### src/rtl/counter_pkg.sv
package counter_pkg;
  typedef enum logic {
    MODE_BINARY = 1'b0,
    MODE_DECADE = 1'b1
  } count_mode_e;

  typedef enum logic [1:0] {
    ACT_HOLD   = 2'd0,
    ACT_LOAD   = 2'd1,
    ACT_INCR   = 2'd2,
    ACT_RELOAD = 2'd3
  } count_action_e;
endpackage

### src/rtl/cnt_action_sel.sv
module cnt_action_sel
  import counter_pkg::*;
#(
  parameter int WIDTH      = 4,
  parameter int DEC_LAST   = 9,
  parameter bit HAS_DECADE = 1'b1
) (
  input  logic [WIDTH-1:0] q,
  input  logic             load_en,
  input  logic             count_en,
  input  count_mode_e      mode,
  output count_action_e    action
);
  localparam logic [WIDTH-1:0] LAST_V = WIDTH'(DEC_LAST);

  logic at_last;

  generate
    if (HAS_DECADE) begin : g_dec
      assign at_last = (mode == MODE_DECADE) && (q == LAST_V);
    end else begin : g_nodec
      assign at_last = 1'b0;
    end
  endgenerate

  // Priority: preset, then terminal reload, then increment, else hold.
  always_comb begin
    if (load_en)       action = ACT_LOAD;
    else if (!count_en) action = ACT_HOLD;
    else if (at_last)  action = ACT_RELOAD;
    else               action = ACT_INCR;
  end
endmodule

### src/rtl/cnt_state_reg.sv
module cnt_state_reg
  import counter_pkg::*;
#(
  parameter int WIDTH = 4
) (
  input  logic             clk,
  input  logic             rst,
  input  count_action_e    action,
  input  logic [WIDTH-1:0] load_val,
  output logic [WIDTH-1:0] q
);
  logic [WIDTH-1:0] d;

  always_comb begin
    unique case (action)
      ACT_LOAD:   d = load_val;
      ACT_INCR:   d = q + WIDTH'(1);
      ACT_RELOAD: d = '0;
      default:    d = q;
    endcase
  end

  always_ff @(posedge clk) begin
    if (rst) q <= '0;
    else     q <= d;
  end

  // reset empties the state
  a_r1_reset_clears: assert property (@(posedge clk) rst |=> (q == '0));
  // hold leaves the state alone
  a_r4_hold_stable: assert property (@(posedge clk) disable iff (rst)
    (action == ACT_HOLD) |=> $stable(q));
  // preset takes the data input
  a_r2_load_taken: assert property (@(posedge clk) disable iff (rst)
    (action == ACT_LOAD) |=> (q == $past(load_val)));
endmodule

### src/rtl/cnt_carry.sv
module cnt_carry
  import counter_pkg::*;
#(
  parameter int WIDTH      = 4,
  parameter int DEC_LAST   = 9,
  parameter bit HAS_DECADE = 1'b1
) (
  input  logic [WIDTH-1:0] q,
  input  logic             count_en,
  input  count_mode_e      mode,
  output logic             carry
);
  localparam logic [WIDTH-1:0] LAST_V = WIDTH'(DEC_LAST);

  logic bin_carry;
  logic dec_carry;

  assign bin_carry = &q;

  generate
    if (HAS_DECADE) begin : g_dec
      assign dec_carry = count_en && (q == LAST_V);
    end else begin : g_nodec
      assign dec_carry = 1'b0;
    end
  endgenerate

  assign carry = (HAS_DECADE && mode == MODE_DECADE) ? dec_carry : bin_carry;
endmodule

### src/rtl/loadable_decade_counter.sv
module loadable_decade_counter
  import counter_pkg::*;
#(
  parameter int WIDTH      = 4,
  parameter int DEC_LAST   = 9,
  parameter bit HAS_DECADE = 1'b1
) (
  input  logic             clk,
  input  logic             rst,
  input  logic             load_en,
  input  logic             count_en,
  input  logic [WIDTH-1:0] load_val,
  input  logic             dec_mode,
  output logic [WIDTH-1:0] q,
  output logic             carry_out
);
  localparam logic [WIDTH-1:0] LAST_V = WIDTH'(DEC_LAST);

  count_mode_e   mode;
  count_action_e action;

  assign mode = count_mode_e'(dec_mode);

  cnt_action_sel #(.WIDTH(WIDTH), .DEC_LAST(DEC_LAST), .HAS_DECADE(HAS_DECADE)) u_sel (
    .q(q), .load_en(load_en), .count_en(count_en), .mode(mode), .action(action)
  );

  cnt_state_reg #(.WIDTH(WIDTH)) u_reg (
    .clk(clk), .rst(rst), .action(action), .load_val(load_val), .q(q)
  );

  cnt_carry #(.WIDTH(WIDTH), .DEC_LAST(DEC_LAST), .HAS_DECADE(HAS_DECADE)) u_carry (
    .q(q), .count_en(count_en), .mode(mode), .carry(carry_out)
  );

  // increment step
  a_r3_increment: assert property (@(posedge clk) disable iff (rst)
    (!load_en && count_en && !(dec_mode && q == LAST_V)) |=> (q == $past(q) + WIDTH'(1)));
  // decade return to zero
  a_r6_decade_wrap: assert property (@(posedge clk) disable iff (rst)
    (!load_en && count_en && dec_mode && q == LAST_V) |=> (q == '0));
  // decade range is closed under counting
  a_r7_no_ten: assert property (@(posedge clk) disable iff (rst)
    (!load_en && count_en && dec_mode && q <= LAST_V) |=> (q <= LAST_V));
  // decade carry needs the enable
  a_r8_carry_needs_en: assert property (@(posedge clk) disable iff (rst)
    (dec_mode && carry_out) |-> (count_en && q == LAST_V));
  // binary carry only at all ones
  a_r5_bin_carry: assert property (@(posedge clk) disable iff (rst)
    (!dec_mode && carry_out) |-> (&q));
endmodule

### config.mk
export PLATFORM = sky130hd
export DESIGN_NAME = loadable_decade_counter
export DESIGN_NICKNAME = d
export VERILOG_FILES = /design/src/rtl/counter_pkg.sv /design/src/rtl/cnt_action_sel.sv /design/src/rtl/cnt_state_reg.sv /design/src/rtl/cnt_carry.sv /design/src/rtl/loadable_decade_counter.sv
export SDC_FILE = /design/constraint.sdc
export NUM_CORES = 1
export LEC_CHECK = 0
export CORE_AREA = 2 2 39 41
export DETAILED_ROUTE_END_ITERATION = 16
export DIE_AREA = 0 0 41 43
export GPL_TIMING_DRIVEN = 0
export SYNTH_ARGS = -nofsm -noshare
export SYNTH_HDL_FRONTEND = slang
export SYNTH_HIERARCHICAL = 1
export SYNTH_SLANG_ARGS = --single-unit
export TNS_END_PERCENT = 30
### constraint.sdc
create_clock -name clk -period 2 [get_ports clk]
set_input_delay 0.2 -clock clk [delete_from_list [all_inputs] [get_ports clk]]
set_output_delay 0.2 -clock clk [all_outputs]
set_load 0.02 [all_outputs]
# After elaboration in Yosys (flattened, before gate mapping)
# Index checks and enable logic that the tools add are counted.
# Widths: inputs -> output; s select.
# classes
n_addsub,1
n_eq_ne,4
n_mux,5
n_reduce_logical,4
# ops
cell,count
$pmux 4 s3,1
$add 4x1->4 const B,1
$eq 2x2->1 const B,2
$eq 4x4->1 const B,1
$mux 2,2
$reduce_and 4->1,1
$reduce_bool 3->1,1
$eq 2x1->1 const B,1
$logic_and 1x1->1,2
$mux 1,2
# totals
reg_bits,4
in_bits,9
output_inout_bits,5
word_cells,15

# Depth between registers and ports, before layout
# depth
depth_word,7
ltp_mapped,5
ltp_nobuf,5

# Modules after synthesis
# The synthesis kept the hierarchy.
# by_module_without_submodules
mod,instances,cells_per_inst,area_each_um2,seq_area_each_um2
cnt_state_reg,1,24,229.0,80.1
cnt_action_sel,1,4,28.8,0.0
cnt_carry,1,4,27.5,0.0

# Worst setup path after synthesis
# OpenSTA, ideal clock, no wires.
# synth_timing
kind,reg2reg
startpoint,reg u_reg.q[1]
endpoint,reg u_reg.q[1]
setup_time_ns,0.115
arrival_time_ns,1.491
required_ns,1.885
path_slack_ns,0.394
stages_incl_launch_ff,6
n_path_buf,0
period_less_slack_ns,1.606
cell_sequence,dfxtp_1 and4b_1 a31o_1 mux2_4 a22oi_2 nor2_1
# synth_between
elab_chain_cells,7
word_cells_on_any_way,11
cone_classes,1 x add/sub; 4 x eq/ne; 4 x mux; 2 x reduce/logical
# synth_lines
element,line_no,rtl
"start, declared",cnt_state_reg.sv:10,output logic [WIDTH-1:0] q
"start signal, assigned",cnt_state_reg.sv:24,if (rst) q <= '0;
"start signal, assigned",cnt_state_reg.sv:25,else q <= d;
$eq 4x4->1 *,cnt_action_sel.sv:20,assign at_last = (mode == MODE_DECADE) && (q == LAST_V);
$logic_and 1x1->1 *,cnt_action_sel.sv:20,
$mux 1 *,cnt_action_sel.sv:30,else if (at_last) action = ACT_RELOAD;
$mux 2 *,cnt_action_sel.sv:29,else if (!count_en) action = ACT_HOLD;
$mux 2 *,cnt_action_sel.sv:28,if (load_en) action = ACT_LOAD;
net action[0],loadable_decade_counter.sv:20,count_action_e action;
$eq 2x2->1 / $eq 2x1->1 (equally long branches),cnt_state_reg.sv:15,unique case (action)
$pmux 4 s3 / $reduce_bool 3->1 (equally long branches),--,
# The timed path passes the listed nets; every way through them passes the cells marked *.
# A chain may end at the register's enable or synchronous reset.

# Final worst setup path
# layout_timing
startpoint,in dec_mode
endpoint,out carry_out
# layout_between
elab_chain_cells,1
# layout_lines
element,line_no,rtl
"start, declared",loadable_decade_counter.sv:13,"input logic dec_mode,"
$mux 1,cnt_carry.sv:28,assign carry = (HAS_DECADE && mode == MODE_DECADE) ? dec_carry : bin_carry;
"end, declared",loadable_decade_counter.sv:15,output logic carry_out
# Every way passes these cells.

==> metrics.md <==
| Metric | Value |
|---|---|
| Number of global-route vias before repair | `268` |
| Leading area contributor after synthesis | `dfxtp_1` |
| YS warnings | `6` |
| Reg2Reg Depth | `5` |
| Netlist cell types | `23` |
| Hold Crit Depth | `3` |
| Reg2Reg Capture Point | `u_reg/q[1]` |
| HP Class | `input port to flop` |
| Reg with most FFs | `u_reg/q` |
| Wirelength per Cell | `10.64 um` |
| CTS Buf Count | `3` |
| Crit share post-route | `0.8786` |
| Seq/Total Area, Yosys | `0.2807` |
| Crit end category | `primary output` |
| Mapped Nets | `42` |
| Worst hold endpoint | `u_reg/q[2]` |
| DRC Markers | `0` |
| CTS Buffer Depth | `2` |
| Total gr overflow | `0` |
| CTS root buf | `clkbuf_4` |
| DRT Wirelength | `681 um` |
| VDD IR max | `0.0002938 V` |
| Row cnt | `14` |
| Post-layout min period | `1757 ps` |
| Syn avg cell area | `8.915 um2` |
| Largest net degree at the start of global routing | `8` |
| Worst r2r src | `u_reg/q[1]` |
| Core Util, Final | `0.3309` |
| Number of synthesized register bits | `4` |
| R2R Setup Slk | `400 ps` |
| Final setup viols | `0` |
| Die area | `1763 um2` |
| Worst setup path startpoint | `dec_mode` |
| Max Fclk | `569.1 MHz` |
| Top post-synthesis cells by area | `dfxtp_1 (28%), a21oi_1 (5.3%), inv_1 (5.3%), mux2_4 (5.3%), a211oi_2 (4.4%)` |
| Worst EP arrival | `1560 ps` |
| Cell Area, Synth | `285.3 um2` |
| Resize count post-CTS | `0` |
| Initial Utilization | `0.2061` |
| Post-route ant nets | `0` |
| Layout Skew | `6.813 ps` |
| Final Hold Fails | `0` |
| GR Util All Layers | `0.1034` |
| Status | `finished clean` |
| Routability cong. | `0.7936` |
| Hold_buf cts | `0` |
| Layout cell share with drive strength beyond 1 | `0.1250` |
| Fraction of registers with async set/reset | `0` |
| Pwr per Cell Area | `568.0 nW/um2` |
| Via count | `284` |
| Post-synth EDFFs | `0` |
| H-tree Lvls | `1` |
| Number of diodes | `0` |
| Critical path peak fanout | `3` |
| Max FFs per register | `4` |
| Post-route cell area | `457.9 um2` |
| # nets final | `60` |
| Number of setup buffers added after CTS | `0` |
| Normalized max-slew margin | `0.8092` |
| First-pass GRT wire length | `1200 um` |
| Synthesized instance count | `32` |
| CP Launch Type | `input port` |
| Post-DR vias/cell | `4.438` |
| Worst EP required | `1800 ps` |
| RSZ-0062 raised after global routing | `no` |
| Slew Limit Fails | `0` |
| Post-synth top cells | `dfxtp_1 (4), inv_1 (4), a21oi_1 (3)` |
| DIE WIDTH | `41 um` |
| P_leak | `0.1786 nW` |
| DIE HEIGHT | `43 um` |
| Worst-Skew Late Latency | `240 ps` |
| Hold_sp | `load_val[2]` |
| CP Class | `input port to primary output` |
| P&R area growth vs syn | `60.53%` |
| Detailed Routing Iterations Pass 1 | `2` |
| Final setup margin | `242.7 ps` |
| Initial antenna violation count | `0` |
| TritonCTS clock tree | `yes` |
| Area of the core | `1384 um2` |
| Placement Setup Slack | `167.1 ps` |
| Max Cap Violations | `0` |
| Post-synth top area share | `0.2807` |
| I/O Buffers | `13` |
| Placed cell areas | `435.4 um2` |
| Slew @ Worst Pin | `285.5 ps` |
| Post-DP HPWL | `506.7 um` |
| Biggest regs | `u_reg/q (4)` |
| Setup TNS | `0 ps` |
| Io pins | `14` |
| Iter 0 DRT Violations | `2` |
| Clk sink count | `4` |
| Prevailing post-synth register cell | `dfxtp_1` |
| CTS clk-pin slew, worst paths | `40 ps` |
## metrics by stage
stage | hold slack, ps | power [W] | std cells
6_report | 552.5 | 0.0002601 | 64
5_1_grt | 566.6 | 0.0002816 | 64
4_1_cts | 540.7 | 0.0002671 | 64
3_5_place_dp | 620.9 | 0.0001598 | 61
3_3_place_gp | 608.3 | 0.0001589 | 61
2_1_floorplan | 264.6 | 0.0001261 | 32
## routing by layer
metal / wire length, um / vias to the layer above / part of all wire / GRT usage
met1: 349 / 120 / 0.51 / 0.1479
met3: 74 / 0 / 0.11 / 0.09424
met2: 258 / 14 / 0.38 / 0.1219
met5: 0 / - / 0 / 0
met4: 0 / 0 / 0 / 0
li1: - / 150 / - / -
## final cells by class
cell class | instances | area (um2)
Inverter | 4 | 15.01
Timing Repair Buffer | 13 | 130.1
Multi-Input combinational cell | 24 | 190.2
Tap cell | 16 | 20.02
Clock buffer | 3 | 22.52
Sequential cell | 4 | 80.08
Fill cell | 155 | 925.9
## power breakdown
part           internal [W]  leakage (nW)  switching, W
registers         0.0000855        0.0330    0.00000818
clock network     0.0000673        0.0138     0.0000348
logic             0.0000383         0.132     0.0000261
total              0.000191         0.179     0.0000691
## worst max-delay path, stage by stage
cell             delay (ps)
clkdlybuf4s50_1         440
nand3b_1                170
a21oi_1                 140
clkdlybuf4s50_1         610
## logic make-up after synthesis
family	count (synthesis)	synth area share
muxes	2	0.09209
buffers and inverters	4	0.05262
AOI/OAI and AO/OA	9	0.2412
xor gates and xnor gates	1	0.03071
DFF	4	0.2807
and+or+nand+nor	11	0.2588
adders and majority gates	1	0.04385
## how the worst max path moves through the flow
stage / endpoint / slack [ps] / cells after the start
floorplan: u_reg/q[1] / 390 / 5
global placement: u_reg/q[1] / 170 / 6
detailed placement: u_reg/q[1] / 170 / 6
CTS: carry_out / 240 / 4
global route: carry_out / 210 / 4
finish: carry_out / 240 / 4
## cell usage in the layout (no fill, tap or decap), types with 2 or more instances in the layout
cell | synthesis | final
a21oi_1 | 3 | 3
clkbuf_4 | 0 | 3
clkdlybuf4s50_1 | 0 | 13
dfxtp_1 | 4 | 4
inv_1 | 4 | 4
nor2_1 | 2 | 2
Power figures use the tool's default switching activity.
